--- src/rtl/tgt_blkmove_pkg.sv ---
package tgt_blkmove_pkg;
  typedef enum logic [1:0] {
    ST_IDLE = 2'd0,
    ST_OPCODE = 2'd1,
    ST_MOVE = 2'd2
  } mv_state_e;

  localparam logic [2:0] PH_COMMAND = 3'b010;
endpackage

--- src/rtl/tgt_cdb_len.sv ---
// Maps the group code of a command opcode to the total command-block length.
module tgt_cdb_len #(
  parameter int CNT_W = 24
) (
  input  logic [2:0]       grp,
  input  logic [CNT_W-1:0] prog,
  input  logic             vu_keep,
  output logic [CNT_W-1:0] len
);
  localparam logic [CNT_W-1:0] LEN_SHORT = CNT_W'(6);
  localparam logic [CNT_W-1:0] LEN_MID   = CNT_W'(10);
  localparam logic [CNT_W-1:0] LEN_LONG  = CNT_W'(12);

  always_comb begin
    case (grp)
      3'd0:       len = LEN_SHORT;
      3'd1, 3'd2: len = LEN_MID;
      3'd5:       len = LEN_LONG;
      3'd6, 3'd7: len = vu_keep ? prog : LEN_SHORT;
      default:    len = prog;
    endcase
  end
endmodule

--- src/rtl/tgt_xfer_ctr.sv ---
// Byte count and address registers of one transfer.
module tgt_xfer_ctr #(
  parameter int CNT_W  = 24,
  parameter int ADDR_W = 32
) (
  input  logic              clk,
  input  logic              rst,
  input  logic              load,
  input  logic [CNT_W-1:0]  load_cnt,
  input  logic [ADDR_W-1:0] load_addr,
  input  logic              step,
  input  logic              reload,
  input  logic [CNT_W-1:0]  reload_cnt,
  output logic [CNT_W-1:0]  cnt,
  output logic [ADDR_W-1:0] addr
);
  logic [CNT_W-1:0] base;

  assign base = reload ? reload_cnt : cnt;

  always_ff @(posedge clk) begin
    if (rst) begin
      cnt  <= '0;
      addr <= '0;
    end else if (load) begin
      cnt  <= load_cnt;
      addr <= load_addr;
    end else if (step) begin
      cnt  <= base - CNT_W'(1);
      addr <= addr + ADDR_W'(1);
    end
  end

  // every moved byte advances the address by one
  assert_addr_step_R7: assert property (@(posedge clk) disable iff (rst)
    (step && !load) |=> addr == $past(addr) + ADDR_W'(1));

  // outside the opcode byte, a moved byte lowers the count by one
  assert_cnt_step_R7: assert property (@(posedge clk) disable iff (rst)
    (step && !load && !reload) |=> cnt == $past(cnt) - CNT_W'(1));

  // no load and no step leaves both registers alone
  assert_hold_R11: assert property (@(posedge clk) disable iff (rst)
    (!step && !load) |=> ($stable(cnt) && $stable(addr)));
endmodule

--- src/rtl/tgt_move_ctl.sv ---
// Sequencer: idle, waiting for the command opcode, moving bytes.
module tgt_move_ctl
  import tgt_blkmove_pkg::*;
(
  input  logic clk,
  input  logic rst,
  input  logic start,
  input  logic is_target,
  input  logic ph_cmd,
  input  logic prog_zero,
  input  logic in_valid,
  input  logic last_byte,
  input  logic first_zero,
  input  logic first_one,
  output logic load,
  output logic step,
  output logic reload,
  output logic busy,
  output logic in_ready,
  output logic done,
  output logic illegal_irq
);
  mv_state_e st;
  logic go, acc, opc_phase;

  assign opc_phase = (st == ST_OPCODE);
  assign busy      = (st != ST_IDLE);
  assign in_ready  = busy;
  assign go        = (st == ST_IDLE) && start && is_target;
  assign acc       = in_valid && in_ready;
  assign load      = go;
  assign reload    = opc_phase;
  assign step      = acc && !(opc_phase && first_zero);

  always_ff @(posedge clk) begin
    if (rst) begin
      st          <= ST_IDLE;
      done        <= 1'b0;
      illegal_irq <= 1'b0;
    end else begin
      done <= 1'b0;
      case (st)
        ST_IDLE: if (go) begin
          illegal_irq <= 1'b0;
          if (ph_cmd)         st          <= ST_OPCODE;
          else if (prog_zero) illegal_irq <= 1'b1;
          else                st          <= ST_MOVE;
        end
        ST_OPCODE: if (acc) begin
          if (first_zero) begin
            illegal_irq <= 1'b1;
            st          <= ST_IDLE;
          end else if (first_one) begin
            done <= 1'b1;
            st   <= ST_IDLE;
          end else begin
            st <= ST_MOVE;
          end
        end
        ST_MOVE: if (acc && last_byte) begin
          done <= 1'b1;
          st   <= ST_IDLE;
        end
        default: st <= ST_IDLE;
      endcase
    end
  end

  // a start without a target connection leaves the block idle
  assert_need_target_R1: assert property (@(posedge clk) disable iff (rst)
    (!busy && start && !is_target) |=> !busy);

  // completion is a single-cycle pulse seen after leaving the transfer
  assert_done_pulse_R8: assert property (@(posedge clk) disable iff (rst)
    done |=> !done);
  assert_done_idle_R8: assert property (@(posedge clk) disable iff (rst)
    done |-> !in_ready);

  // an illegal instruction never also completes
  assert_irq_no_done_R6: assert property (@(posedge clk) disable iff (rst)
    illegal_irq |-> !done);

  // an idle stream cycle never ends a transfer
  assert_stall_busy_R11: assert property (@(posedge clk) disable iff (rst)
    (busy && !in_valid) |=> busy);
endmodule

--- src/rtl/tgt_blkmove.sv ---
// Target-mode block move: phase drive, command-length rewrite, byte counting.
module tgt_blkmove #(
  parameter int CNT_W  = 24,
  parameter int ADDR_W = 32,
  parameter int DATA_W = 8
) (
  input  logic              clk,
  input  logic              rst,
  input  logic              start,
  input  logic              instr_opc,
  input  logic [2:0]        phase_fld,
  input  logic [CNT_W-1:0]  prog_count,
  input  logic [ADDR_W-1:0] prog_addr,
  input  logic              is_target,
  input  logic              vu_keep,
  input  logic              in_valid,
  input  logic [DATA_W-1:0] in_data,
  output logic              in_ready,
  output logic              wr_en,
  output logic [ADDR_W-1:0] wr_addr,
  output logic [DATA_W-1:0] wr_data,
  output logic              ph_msg,
  output logic              ph_cd,
  output logic              ph_io,
  output logic              busy,
  output logic              chained,
  output logic [CNT_W-1:0]  cur_count,
  output logic              done,
  output logic              illegal_irq
);
  import tgt_blkmove_pkg::*;

  localparam int GRP_LSB = DATA_W - 3;

  logic             load, step, reload;
  logic [CNT_W-1:0] first_len;
  logic [2:0]       phase_q;
  logic             chain_q;

  tgt_cdb_len #(.CNT_W(CNT_W)) u_len (
    .grp     (in_data[DATA_W-1:GRP_LSB]),
    .prog    (cur_count),
    .vu_keep (vu_keep),
    .len     (first_len)
  );

  tgt_move_ctl u_ctl (
    .clk         (clk),
    .rst         (rst),
    .start       (start),
    .is_target   (is_target),
    .ph_cmd      (phase_fld == PH_COMMAND),
    .prog_zero   (prog_count == '0),
    .in_valid    (in_valid),
    .last_byte   (cur_count == CNT_W'(1)),
    .first_zero  (first_len == '0),
    .first_one   (first_len == CNT_W'(1)),
    .load        (load),
    .step        (step),
    .reload      (reload),
    .busy        (busy),
    .in_ready    (in_ready),
    .done        (done),
    .illegal_irq (illegal_irq)
  );

  tgt_xfer_ctr #(.CNT_W(CNT_W), .ADDR_W(ADDR_W)) u_ctr (
    .clk        (clk),
    .rst        (rst),
    .load       (load),
    .load_cnt   (prog_count),
    .load_addr  (prog_addr),
    .step       (step),
    .reload     (reload),
    .reload_cnt (first_len),
    .cnt        (cur_count),
    .addr       (wr_addr)
  );

  always_ff @(posedge clk) begin
    if (rst) begin
      phase_q <= '0;
      chain_q <= 1'b0;
    end else if (load) begin
      phase_q <= phase_fld;
      chain_q <= instr_opc;
    end
  end

  assign wr_en   = step;
  assign wr_data = in_data;
  assign chained = chain_q;
  assign ph_msg  = busy & phase_q[2];
  assign ph_cd   = busy & phase_q[1];
  assign ph_io   = busy & phase_q[0];

  // the phase lines do not move in the middle of a transfer
  assert_phase_steady_R2: assert property (@(posedge clk) disable iff (rst)
    busy |=> (!busy || $stable({ph_msg, ph_cd, ph_io})));

  // a raised interrupt means the count was left at zero
  assert_irq_count_R6: assert property (@(posedge clk) disable iff (rst)
    $rose(illegal_irq) |-> cur_count == '0);
endmodule

--- config.mk ---
export PLATFORM = sky130hd
export DESIGN_NAME = tgt_blkmove
export DESIGN_NICKNAME = d
export VERILOG_FILES = /design/src/rtl/tgt_blkmove_pkg.sv /design/src/rtl/tgt_cdb_len.sv /design/src/rtl/tgt_xfer_ctr.sv /design/src/rtl/tgt_move_ctl.sv /design/src/rtl/tgt_blkmove.sv
export SDC_FILE = /design/constraint.sdc
export NUM_CORES = 1
export LEC_CHECK = 0
export CAP_MARGIN = 20
export CORE_MARGIN = 1.5
export CORE_UTILIZATION = 40
export DETAILED_ROUTE_END_ITERATION = 6
export DONT_BUFFER_PORTS = 1
export GPL_ROUTABILITY_DRIVEN = 0
export HOLD_SLACK_MARGIN = 0.03
export SLEW_MARGIN = 20
export SYNTH_ARGS = -nofsm -noshare
export SYNTH_HDL_FRONTEND = slang
export SYNTH_HIERARCHICAL = 1
export SYNTH_SLANG_ARGS = --single-unit
--- constraint.sdc ---
create_clock -name clk -period 4.1 [get_ports clk]
set_input_delay 0.82 -clock clk [delete_from_list [all_inputs] [get_ports clk]]
set_output_delay 0.82 -clock clk [all_outputs]
set_load 0.03 [all_outputs]
==> key figures <==
Layout
  • Area of the multi-input gates: between 3000 and 4000 um^2
  • Final nets: 663
  • Fraction of layout cells with a size suffix above 1: ~8.5%
  • Post-layout util: between 40 and 50%
  • P&R area growth vs syn: 6.625%
  • Non-Filler Instances: 730
  • Ant diodes: 0
  • Register area: between 1000 and 1500 um^2
  • Filler cells: roughly 1100

Clock network
  • Worst-path clk slew: around 0.060 ns
  • Post-CTS resize count: 0
  • Clk_lat worst skew: approximately 0.33 ns
  • Max Buffers Root-to-Sink: 2
  • CTS root buf: clkbuf_16
  • TritonCTS buffer count: 9
  • H-tree Lvls: 3
  • Hold_buf cts: 0
  • CTS Sinks: between 60 and 70
  • CTS tree: done
  • Postcts setup bufs: 0

Place
  • Buffers on Ports: 0
  • Placed insts: approximately 700
  • DP HPWL: between 10 and 15 mm
  • Setup WS pre-CTS: ~0.32 ns

Power and ir drop
  • Leak pwr: between 1.5 and 2 nW
  • Max VDD drop: 0.2201 mV
  • Pwr dens: between 500 and 600 nW/um^2

Global route
  • Gr usage total: approximately 23%
  • Number of global-route vias before repair: about 4500
  • Met3 GRT Util: 7.124%
  • GRT busiest layer: met2
  • Overflow after GRT: 0
  • Met1 Use GR: approximately 30%
  • Global-route wire length before repair: between 20 and 25 mm
  • Met2 Use GR: 35.45%
  • Largest net degree at the start of global routing: 63
  • Antenna violations before repair: 0

Logic synthesis
  • Post-Syn Instances: around 610
  • FFs w/ async S/R, synth: 0%
  • Synth Cell Area: about 4800 um^2
  • YS warnings: 6
  • Top_reg_cell synth: dfxtp_1
  • Register bit total from synthesis: between 60 and 70
  • Synthesized area per cell: 7.887 um^2
  • Syn nets: 693
  • Post-synth EDFFs: 0
  • Synth unique cells: 75
  • Seq/Total Area, Yosys: 26.50%

Floorplanning
  • Number of primary I/O pins: 147
  • Die W: about 110 um
  • DIE HEIGHT: 112.9 um
  • Core ar.: ~12000 um^2
  • Die area: around 13000 um^2
  • Row count: 39
  • Initial core utilization: a little over two fifths

Routing
  • DR pass1 iterations: 6
  • Remaining antenna violation count: 0
  • Post-Route WL: between 10 and 15 mm
  • Via count: ~4700
  • 1st-iter DRT viols: roughly 280
  • DR WL/cell: between 20 and 25 um
  • Via density per instance: 6.505
  • Drt drc: 0

Setup path
  • CP Capture Type: flop
  • WP data arrival: between 3 and 4 ns
  • Crit Path Max Fanout: 8
  • Crit Path Class: in2reg
  • Critical Path Start Type: primary input
  • Worst Path Required: around 4.3 ns

Timing
  • Final Skew: about 0.0098 ns
  • Setup slack after layout: between 0.5 and 0.6 ns
  • Shortest period the worst path allows: ~3.5 ns
  • Setup TNS: 0 ns
  • Setup Viol. Count Final: 0
  • Final Cycle Share: a little under nine tenths
  • Relative slew slack: ~40%
  • Fmax achieved: roughly 0.28 GHz
  • Actual slew at the worst max-slew pin: about 0.89 ns
  • Final hold violation count: 0
  • Slew Limit Fails: 0
  • RSZ-0062 raised after global routing: false

Run status
  • Status: complete, no violations

Hold path
  • Worst hold path type: reg2reg

Run
  • Max-cap violation count: 0
==> cell families (layout without fill, tap and decap cells) <==
group                      after synthesis  after routing  share of synthesized area, %
and+or+nand+nor                        268            268                         31.34
adders and majority gates                6              6                         1.553
AOI/OAI and AO/OA                      133            133                         19.31
DFF                                     64             64                         26.50
muxes                                   36             36                         7.557
buffers and inverters                   67             41                         6.677
xor gates and xnor gates                39             39                         7.065
==> area by class of cell <==
| class | instances | area share (%) |
|---|---|---|
| well taps | 143 | 3.471 |
| clock inverters | 2 | 0.7282 |
| inverters | 14 | 1.019 |
| clock buffers | 13 | 5.243 |
| repair buffers | 12 | 1.748 |
| multi-input cells | 482 | 62.94 |
| flip-flops and latches | 64 | 24.85 |
==> worst paths after layout <==
path,startpoint,end,slack [ns],cells after the start
max reg2reg,u_ctr/cnt[2],u_ctr/cnt[23],0.69,8
min reg2reg,phase_q[1],phase_q[1],0.50,2
max,in_data[6],u_ctr/cnt[23],0.57,8
min,phase_q[1],phase_q[1],0.50,2
==> layout by cell type, fill, tap and decap left out, types with 5 or more instances in the layout <==
cell type / n
dfxtp_1: 64
o21ai_0: 13
inv_1: 11
or3_1: 9
clkbuf_16: 9
nand2_1: 39
ha_1: 5
or4_1: 5
and4_1: 5
xor2_1: 8
o22ai_1: 13
a211oi_1: 20
xnor2_1: 31
nand4_1: 16
a21oi_1: 34
nand3_1: 21
buf_4: 12
o31ai_1: 5
mux2i_1: 32
and2_1: 26
nor3_1: 19
nor2_1: 45
nor4_1: 29
and3_1: 20
==> flip-flops by register name, summed over array words and instances (netlist names) <==
register           flops
u_ctl/st               2
u_ctl/illegal_irq      1
u_ctr/cnt             24
chained                1
u_ctl/done             1
u_ctr/addr            32
phase_q                3
==> worst max-delay path: stages <==
cell and delay [ns]:
mux2_2 0.30, nand2_1 0.07, o311ai_0 0.28, or4b_4 0.67, a222oi_1 0.66, nand2_2 0.18
or4_1 0.56, a31o_1 0.22
==> per-layer routing <==
| metal | share of wire [%] | wire length (um) |
|---|---|---|
| met5 | 0 | 0 |
| met3 | 9.0 | 1340 |
| met4 | 3.6 | 536 |
| met1 | 42 | 6283 |
| met2 | 45 | 6664 |
==> cell usage after synthesis (6+ instances only) <==
master	number	area [um^2]
a211oi_1	20	150.1
a21oi_1	35	175.2
and2_1	26	162.7
and3_1	20	125.1
buf_4	11	82.58
clkbuf_1	28	105.1
dfxtp_1	64	1281
ha_1	6	75.07
inv_1	13	48.80
mux2i_1	32	320.3
nand2_1	39	146.4
nand3_1	21	105.1
nand4_1	16	100.1
nor2_1	45	168.9
nor3_1	19	95.09
nor4_1	29	181.4
o21ai_0	13	65.06
o22ai_1	13	81.33
or3_1	9	56.30
xnor2_1	31	271.5
xor2_1	8	70.07
==> where the power goes <==
| group | internal, mW | switching, mW | total [mW] |
|---|---|---|---|
| Sequential | 0.729 | 0.357 | 1.09 |
| Combinational | 0.481 | 0.712 | 1.19 |
| Clock | 0.517 | 0.267 | 0.784 |
| Total | 1.73 | 1.34 | 3.06 |
==> stage by stage <==
stage,total power [mW],cell area (um^2),hold slack [ns]
floorplan,1.986,4835,0.4515
global placement,2.244,4847,0.4659
detailed placement,2.259,4847,0.4842
CTS,3.054,5155,0.4975
global route,3.251,5155,0.5148
finish,3.063,5155,0.4973
(Power assumes the default switching activity.)
